==> config.mk <==
export PLATFORM = sky130hd
export DESIGN_NAME = i2cs_regblk
export DESIGN_NICKNAME = d
export VERILOG_FILES = /design/src/rtl/i2cs_pkg.sv /design/src/rtl/i2cs_cfg_regs.sv /design/src/rtl/i2cs_phase_seq.sv /design/src/rtl/i2cs_done_timer.sv /design/src/rtl/i2cs_regblk.sv
export SDC_FILE = /design/constraint.sdc
export NUM_CORES = 1
export LEC_CHECK = 0
export BUFFER_PORTS_ARGS = -buffer_cell sky130_fd_sc_hd__buf_2
export CORE_ASPECT_RATIO = 1.5
export CORE_UTILIZATION = 52
export CTS_CLUSTER_DIAMETER = 80
export DETAILED_ROUTE_END_ITERATION = 7
export PLACE_DENSITY = 0.72
export SETUP_SLACK_MARGIN = 0.15
export SYNTH_ARGS = -nofsm -noshare
export SYNTH_HDL_FRONTEND = slang
export SYNTH_SLANG_ARGS = --single-unit
==> constraint.sdc <==
create_clock -name clk -period 1.8 [get_ports clk]
set_input_delay 0.36 -clock clk [delete_from_list [all_inputs] [get_ports clk]]
set_output_delay 0.36 -clock clk [all_outputs]
set_load 0.01 [all_outputs]
==> src/rtl/i2cs_pkg.sv <==
// Package: shared register offsets, bit positions and the sequencer step type
// for the I2C register model. Assumes byte offsets fit in REG_AW bits.
package i2cs_pkg;
    localparam int REG_AW  = 5;
    localparam int BYTE_W  = 8;
    localparam int RATE_W  = 6;

    localparam logic [REG_AW-1:0] OFS_SADR = 5'h00;
    localparam logic [REG_AW-1:0] OFS_FDIV = 5'h04;
    localparam logic [REG_AW-1:0] OFS_FILT = 5'h05;
    localparam logic [REG_AW-1:0] OFS_CTRL = 5'h08;
    localparam logic [REG_AW-1:0] OFS_STAT = 5'h0C;
    localparam logic [REG_AW-1:0] OFS_DATA = 5'h10;

    localparam int CTL_EN    = 7;
    localparam int CTL_IE    = 6;
    localparam int CTL_PHRST = 4;
    localparam int STS_DONE  = 7;
    localparam int STS_PEND  = 1;

    typedef enum logic {
        STEP_ADDR = 1'b0,
        STEP_DATA = 1'b1
    } step_e;
endpackage

==> src/rtl/i2cs_cfg_regs.sv <==
// Module: configuration registers (slave address, divider, filter rate,
// control). Also flags a sequencer restart on a control write that raises
// enable or flips bit 4. Assumes at most one bus write per cycle.
module i2cs_cfg_regs
    import i2cs_pkg::*;
(
    input  logic              clk,
    input  logic              rst_n,
    input  logic [REG_AW-1:0] addr,
    input  logic [BYTE_W-1:0] wdata,
    input  logic              we,
    output logic [BYTE_W-1:0] sadr,
    output logic [RATE_W-1:0] fdiv,
    output logic [RATE_W-1:0] filt,
    output logic [BYTE_W-1:0] ctrl,
    output logic              step_clear
);
    logic ctrl_wr;
    assign ctrl_wr = we && (addr == OFS_CTRL);

    // Restart request: enable goes 0->1 or bit 4 changes on a control write.
    always_comb begin
        step_clear = ctrl_wr &&
                     ((!ctrl[CTL_EN] && wdata[CTL_EN]) ||
                      (ctrl[CTL_PHRST] != wdata[CTL_PHRST]));
    end

    // Register storage; the rate fields keep their low RATE_W bits only.
    always_ff @(posedge clk) begin
        if (!rst_n) begin
            sadr <= '0;
            fdiv <= '0;
            filt <= '0;
            ctrl <= '0;
        end else if (we) begin
            case (addr)
                OFS_SADR: sadr <= wdata;
                OFS_FDIV: fdiv <= wdata[RATE_W-1:0];
                OFS_FILT: filt <= wdata[RATE_W-1:0];
                OFS_CTRL: ctrl <= wdata;
                default:  ;
            endcase
        end
    end

    AST_RATE_NARROW: assert property (@(posedge clk) disable iff (!rst_n)
        (we && addr == OFS_FDIV) |=> (fdiv == $past(wdata[RATE_W-1:0])));
endmodule

==> src/rtl/i2cs_phase_seq.sv <==
// Module: two-step sequencer. Each enabled data access flips the step.
// Emits a timer start for every access except a payload-step read, which
// instead completes at once. Assumes read and write never target the data
// register in the same cycle as a control write.
module i2cs_phase_seq
    import i2cs_pkg::*;
(
    input  logic  clk,
    input  logic  rst_n,
    input  logic  enable,
    input  logic  dat_wr,
    input  logic  dat_rd,
    input  logic  step_clear,
    output step_e step,
    output logic  tmr_start,
    output logic  done_now
);
    logic acc;
    assign acc = enable && (dat_wr || dat_rd);

    // Decode the timer start versus the immediate completion.
    always_comb begin
        tmr_start = acc && (dat_wr || step == STEP_ADDR);
        done_now  = enable && dat_rd && !dat_wr && (step == STEP_DATA);
    end

    // Step register: restart wins, otherwise an enabled access toggles it.
    always_ff @(posedge clk) begin
        if (!rst_n) begin
            step <= STEP_ADDR;
        end else if (step_clear) begin
            step <= STEP_ADDR;
        end else if (acc) begin
            step <= (step == STEP_ADDR) ? STEP_DATA : STEP_ADDR;
        end
    end

    AST_STEP_FLIP: assert property (@(posedge clk) disable iff (!rst_n)
        (acc && !step_clear) |=> (step != $past(step)));
    AST_DISABLED_HOLD: assert property (@(posedge clk) disable iff (!rst_n)
        (!enable && !step_clear) |=> $stable(step));
    AST_RESTART_ADDR: assert property (@(posedge clk) disable iff (!rst_n)
        step_clear |=> (step == STEP_ADDR));
endmodule

==> src/rtl/i2cs_done_timer.sv <==
// Module: completion delay counter. A start (re)loads PRE_DIV*POST_DIV and
// the expiry pulse fires on the edge that delay after the start edge.
// Assumes PRE_DIV*POST_DIV >= 2.
module i2cs_done_timer #(
    parameter int PRE_DIV  = 512,
    parameter int POST_DIV = 64
) (
    input  logic clk,
    input  logic rst_n,
    input  logic start,
    output logic expire
);
    localparam int DELAY = PRE_DIV * POST_DIV;
    localparam int CW    = $clog2(DELAY + 1);

    logic          busy;
    logic [CW-1:0] cnt;

    assign expire = busy && (cnt == CW'(1)) && !start;

    // Count down while busy; a new start reloads the full delay.
    always_ff @(posedge clk) begin
        if (!rst_n) begin
            busy <= 1'b0;
            cnt  <= '0;
        end else if (start) begin
            busy <= 1'b1;
            cnt  <= CW'(DELAY);
        end else if (busy) begin
            cnt  <= cnt - CW'(1);
            busy <= (cnt != CW'(1));
        end
    end

    AST_TMR_ARMED: assert property (@(posedge clk) disable iff (!rst_n)
        start |=> (busy && !expire));
    AST_TMR_ONESHOT: assert property (@(posedge clk) disable iff (!rst_n)
        expire |=> !busy);
endmodule

==> src/rtl/i2cs_regblk.sv <==
// Module: top of the I2C register model. Decodes the bus, keeps the status
// register, muxes read data and drives the interrupt level. Assumes one
// access (read or write) per cycle.
module i2cs_regblk
    import i2cs_pkg::*;
#(
    parameter int PRE_DIV  = 512,
    parameter int POST_DIV = 64
) (
    input  logic              clk,
    input  logic              rst_n,
    input  logic [REG_AW-1:0] bus_addr,
    input  logic [BYTE_W-1:0] bus_wdata,
    input  logic              bus_we,
    input  logic              bus_re,
    output logic [BYTE_W-1:0] bus_rdata,
    output logic              irq
);
    logic [BYTE_W-1:0] sadr, ctrl, sts, sts_next;
    logic [RATE_W-1:0] fdiv, filt;
    logic              step_clear, tmr_start, done_now, expire;
    logic              dat_wr, dat_rd, sts_wr;
    step_e             step;

    assign dat_wr = bus_we && (bus_addr == OFS_DATA);
    assign dat_rd = bus_re && (bus_addr == OFS_DATA);
    assign sts_wr = bus_we && (bus_addr == OFS_STAT);

    i2cs_cfg_regs u_cfg (
        .clk        (clk),
        .rst_n      (rst_n),
        .addr       (bus_addr),
        .wdata      (bus_wdata),
        .we         (bus_we),
        .sadr       (sadr),
        .fdiv       (fdiv),
        .filt       (filt),
        .ctrl       (ctrl),
        .step_clear (step_clear)
    );

    i2cs_phase_seq u_seq (
        .clk        (clk),
        .rst_n      (rst_n),
        .enable     (ctrl[CTL_EN]),
        .dat_wr     (dat_wr),
        .dat_rd     (dat_rd),
        .step_clear (step_clear),
        .step       (step),
        .tmr_start  (tmr_start),
        .done_now   (done_now)
    );

    i2cs_done_timer #(
        .PRE_DIV  (PRE_DIV),
        .POST_DIV (POST_DIV)
    ) u_tmr (
        .clk    (clk),
        .rst_n  (rst_n),
        .start  (tmr_start),
        .expire (expire)
    );

    // Next status: a software write replaces, then hardware flags OR in.
    always_comb begin
        sts_next = sts;
        if (sts_wr) sts_next = bus_wdata;
        if (expire) begin
            sts_next[STS_DONE] = 1'b1;
            if (ctrl[CTL_IE]) sts_next[STS_PEND] = 1'b1;
        end
        if (done_now) sts_next[STS_DONE] = 1'b1;
    end

    // Status register.
    always_ff @(posedge clk) begin
        if (!rst_n) sts <= '0;
        else        sts <= sts_next;
    end

    // Read data mux; the data register always reads as zero.
    always_comb begin
        case (bus_addr)
            OFS_SADR: bus_rdata = sadr;
            OFS_FDIV: bus_rdata = {{(BYTE_W-RATE_W){1'b0}}, fdiv};
            OFS_FILT: bus_rdata = {{(BYTE_W-RATE_W){1'b0}}, filt};
            OFS_CTRL: bus_rdata = ctrl;
            OFS_STAT: bus_rdata = sts;
            default:  bus_rdata = '0;
        endcase
    end

    // Interrupt level output.
    assign irq = sts[STS_PEND] && ctrl[CTL_IE];

    AST_DATA_READS_ZERO: assert property (@(posedge clk) disable iff (!rst_n)
        (bus_re && bus_addr == OFS_DATA) |-> (bus_rdata == '0));
    AST_EXPIRE_DONE: assert property (@(posedge clk) disable iff (!rst_n)
        (expire && !sts_wr) |=> sts[STS_DONE]);
    AST_QUIET_READ: assert property (@(posedge clk) disable iff (!rst_n)
        (done_now && !expire && !sts_wr) |=> (sts[STS_DONE] && sts[STS_PEND] == $past(sts[STS_PEND])));
    AST_STS_WRITE: assert property (@(posedge clk) disable iff (!rst_n)
        (sts_wr && !expire && !done_now) |=> (sts == $past(bus_wdata)));
endmodule

==> results_dict.tcl <==
set metrics [dict create \
    most-common-layout-cells "dfxtp_1, nor2_1, nand2_1, nand3_1, buf_2" \
    cts_root_buf "clkbuf_8" \
    finalSetupViolCount 8 \
    layout_commonest_cell "dfxtp_1" \
    synth_area_leaders "dfxtp_1, mux2i_1, nand3_1, nor2_1, nand2_1" \
    gp_congestion 0.778 \
    min_from "bus_wdata[7]" \
    synth_adder_area_share 0.0100 \
    ys_ff_latch 54 \
    grt_usage 0.244 \
    cts_tree "yes" \
    dr.pass1.iters 5 \
    drv_cap 0 \
    synth.top_cell.area_share 0.433 \
    avgSynthCellArea_um2 8.82 \
    final_layout_size_suffix_gt1_frac 0.243 \
    vias 2213 \
    p_switching_uw 479 \
    tightest_slew_ns 0.412 \
    hold_ws_ns 0.336 \
    diodes 0 \
    hp-class "in -> reg" \
    numPortBuffers 25 \
    drtIter0Drc 101 \
    fin_area_mm2 0.00308 \
    arrival_ns 1.48 \
    synthXorXnorAreaFrac 0.0421 \
    grt_max_degree 40 \
    crit_chain "buf_6, or3_4, nor3_4, buf_12, a22oi_1, nand3_1, buf_2" \
    critPathRequiredTime_ns 1.44 \
    path_class "in -> out" \
    wl_mm 5.65 \
    max_freq_mhz 543 \
    synthCells 283 \
    synthArstFlopShare 0 \
    maxSlewHeadroom 0.723 \
    synth_edf_count 0 \
    core_mm2 0.00458 \
    die_y_um 86.9 \
    syn-num-nets 302 \
    wl_per_cell_um 14.4 \
    maxSlewViolCount 0 \
    reg2reg_to "u_tmr.cnt[14]$_SDFFE_PP0P_" \
    die_area_mm2 0.00509 \
    status "finished, violations left" \
    cts_buffers 5 \
    pwr-share-seq 0.516 \
    cp_slowest_cell "or3_4" \
    reg2reg_depth 6 \
    clk_latency_ns 0.31 \
    synth_top_family_by_area "simple AND/OR/NAND/NOR gates" \
    area_growth_pct 23.5 \
    yosys_warnings 0 \
    die_x_um 58.6 \
    violations "setup timing" \
    clockBufferDepth 2 \
    yosysSeqAreaShare 0.433 \
    holdPathStages 3 \
    peakVddDrop_mv 0.459 \
    crit_start "bus_addr[2]" \
    globalRouteOverflowTotal 0 \
    place_area_mm2 0.00291 \
    p_clk_frac 0.422 \
    antenna_found_initial 0 \
    drt-vias-per-instance 5.63 \
    cp_max_fo 11 \
    grt_setup_unrepaired "true" \
    internal_power_uw 1850 \
    yosysUniqueCellTypes 50 \
    start_util 0.545 \
    max_stage_delay_ns 0.40 \
    rrSetupSlack_ns 0.24 \
    ant_nets 0 \
    synth_simple_gate_area_frac 0.278 \
    r2r-start "u_tmr.cnt[1]$_SDFFE_PP0P_" \
    period_share 1.02 \
    nets 347 \
    cts_sinks 54 \
    cts.clk_slew.worst_paths_ns 0.09 \
    synth_compound_area_frac 0.126 \
    p_per_area_mw_per_mm2 755 \
    synthMuxAreaShare 0.0762 \
    setup_ws_ns -0.0422 \
    grt_pass1_wl_mm 9.50 \
    sw_frac_of_total 0.206 \
    worstSetupStartpointType "input pin" \
    fin_skew_ns 0.0103 \
    final_core_util 0.673 \
    rows 30 \
    grt_pass1_vias 2137 \
    drc 0 \
    htreeDepth 2 \
    p_leak_uw 0.00125 \
    yosysTopAreaCell "dfxtp_1" \
    ys.flop_type "dfxtp_1" \
    period_needed_ns 1.84 \
    power_frac_comb 0.061 \
    ios 26 \
    crit_path_end_kind "primary output" \
    hpwlAfterDp_mm 3.93 \
    hold_violations 0 \
    min_to "u_cfg.sadr[7]$_SDFFE_PN0P_" \
    syn-cell-area_mm2 0.00250 \
]
[cell families after synthesis]
group                    count (synthesis)
adder cells (fa/ha/maj)                  2
buffers and inverters                   20
AND/OR/NAND/NOR                        128
flip-flops                              54
multiplexers                            19
AO/OA/AOI/OAI                           48
XOR/XNOR                                12
[metal layers]
metal / GRT usage / wire, µm / share of wire / vias up
met2: 0.448 / 3110 / 0.55 / 44
met1: 0.269 / 2220 / 0.39 / 1069
met4: 0.102 / 106 / 0.019 / 0
met3: 0.0461 / 211 / 0.037 / 8
li1: - / - / - / 1092
met5: 0 / 0 / 0 / -
[layout make-up]
cell class	instances	area (µm²)
Fill cell	403	1500
Tap cell	64	80.1
Clock inverter	2	60.1
Timing Repair Buffer	52	403
Multi-Input combinational cell	209	1350
Inverter	6	22.5
Sequential cell	54	1080
Clock buffer	6	82.6
[sequential cells by signal (all words and copies together) (netlist names)]
name and count:
u_cfg.fdiv 6, u_cfg.sadr 8, u_tmr.busy 1, u_seq.step 1, sts 8, u_cfg.filt 6, u_cfg.ctrl 8, u_tmr.cnt 16
[how the worst max path moves through the flow]
stage	endpoint	slack, ns	cells after the start
after floorplan	bus_rdata[0]	0.11	6
after global placement	bus_rdata[6]	-0.05	7
after detailed placement	bus_rdata[6]	-0.09	7
after CTS	bus_rdata[6]	-0.06	7
after global routing	bus_rdata[5]	-0.10	7
final	bus_rdata[1]	-0.04	7
[power by group through the flow]
stage | clock network [µW] | registers [µW] | logic (µW)
2_1_floorplan | 0 | 1230 | 66.2
3_3_place_gp | 0 | 1230 | 137
3_5_place_dp | 0 | 1230 | 139
4_1_cts | 1000 | 1200 | 143
5_1_grt | 1060 | 1200 | 154
6_report | 983 | 1200 | 143
[cells in the mapped netlist, drive strengths merged, types with 3 or more instances]
cell type	n
or3	3
nand2	31
nor2	34
mux2i	19
inv	6
xor2	8
dfxtp	54
a22oi	6
a32oi	6
xnor2	4
clkbuf	6
nor3	6
buf	8
nand3	30
a21oi	23
nor2b	4
[what timing repair did]
action | in CTS | in global routing
pin swaps | 0 | 1
gates cloned | 0 | 0
gates resized for setup | 2 | 3
hold buffers | 0 | 0
setup endpoints to repair | 8 | 11
setup buffers | 1 | 0
[worst max-delay path, delay by kind of cell]
kind | cells | cell delay (ns)
AND/OR/NAND/NOR | 3 | 0.64
buffers and inverters | 3 | 0.39
AO/OA/AOI/OAI | 1 | 0.09
[per-stage QoR]
stage          setup TNS [ns]  cells  worst slack, ns  total power, µW
6_report               -0.209    393          -0.0422             2330
5_1_grt                -0.745    393           -0.104             2420
4_1_cts                -0.289    393          -0.0558             2350
3_5_place_dp           -0.556    384          -0.0872             1370
3_3_place_gp           -0.320    384          -0.0542             1370
2_1_floorplan               0    283            0.110             1300
Power figures use the tool's default switching activity.
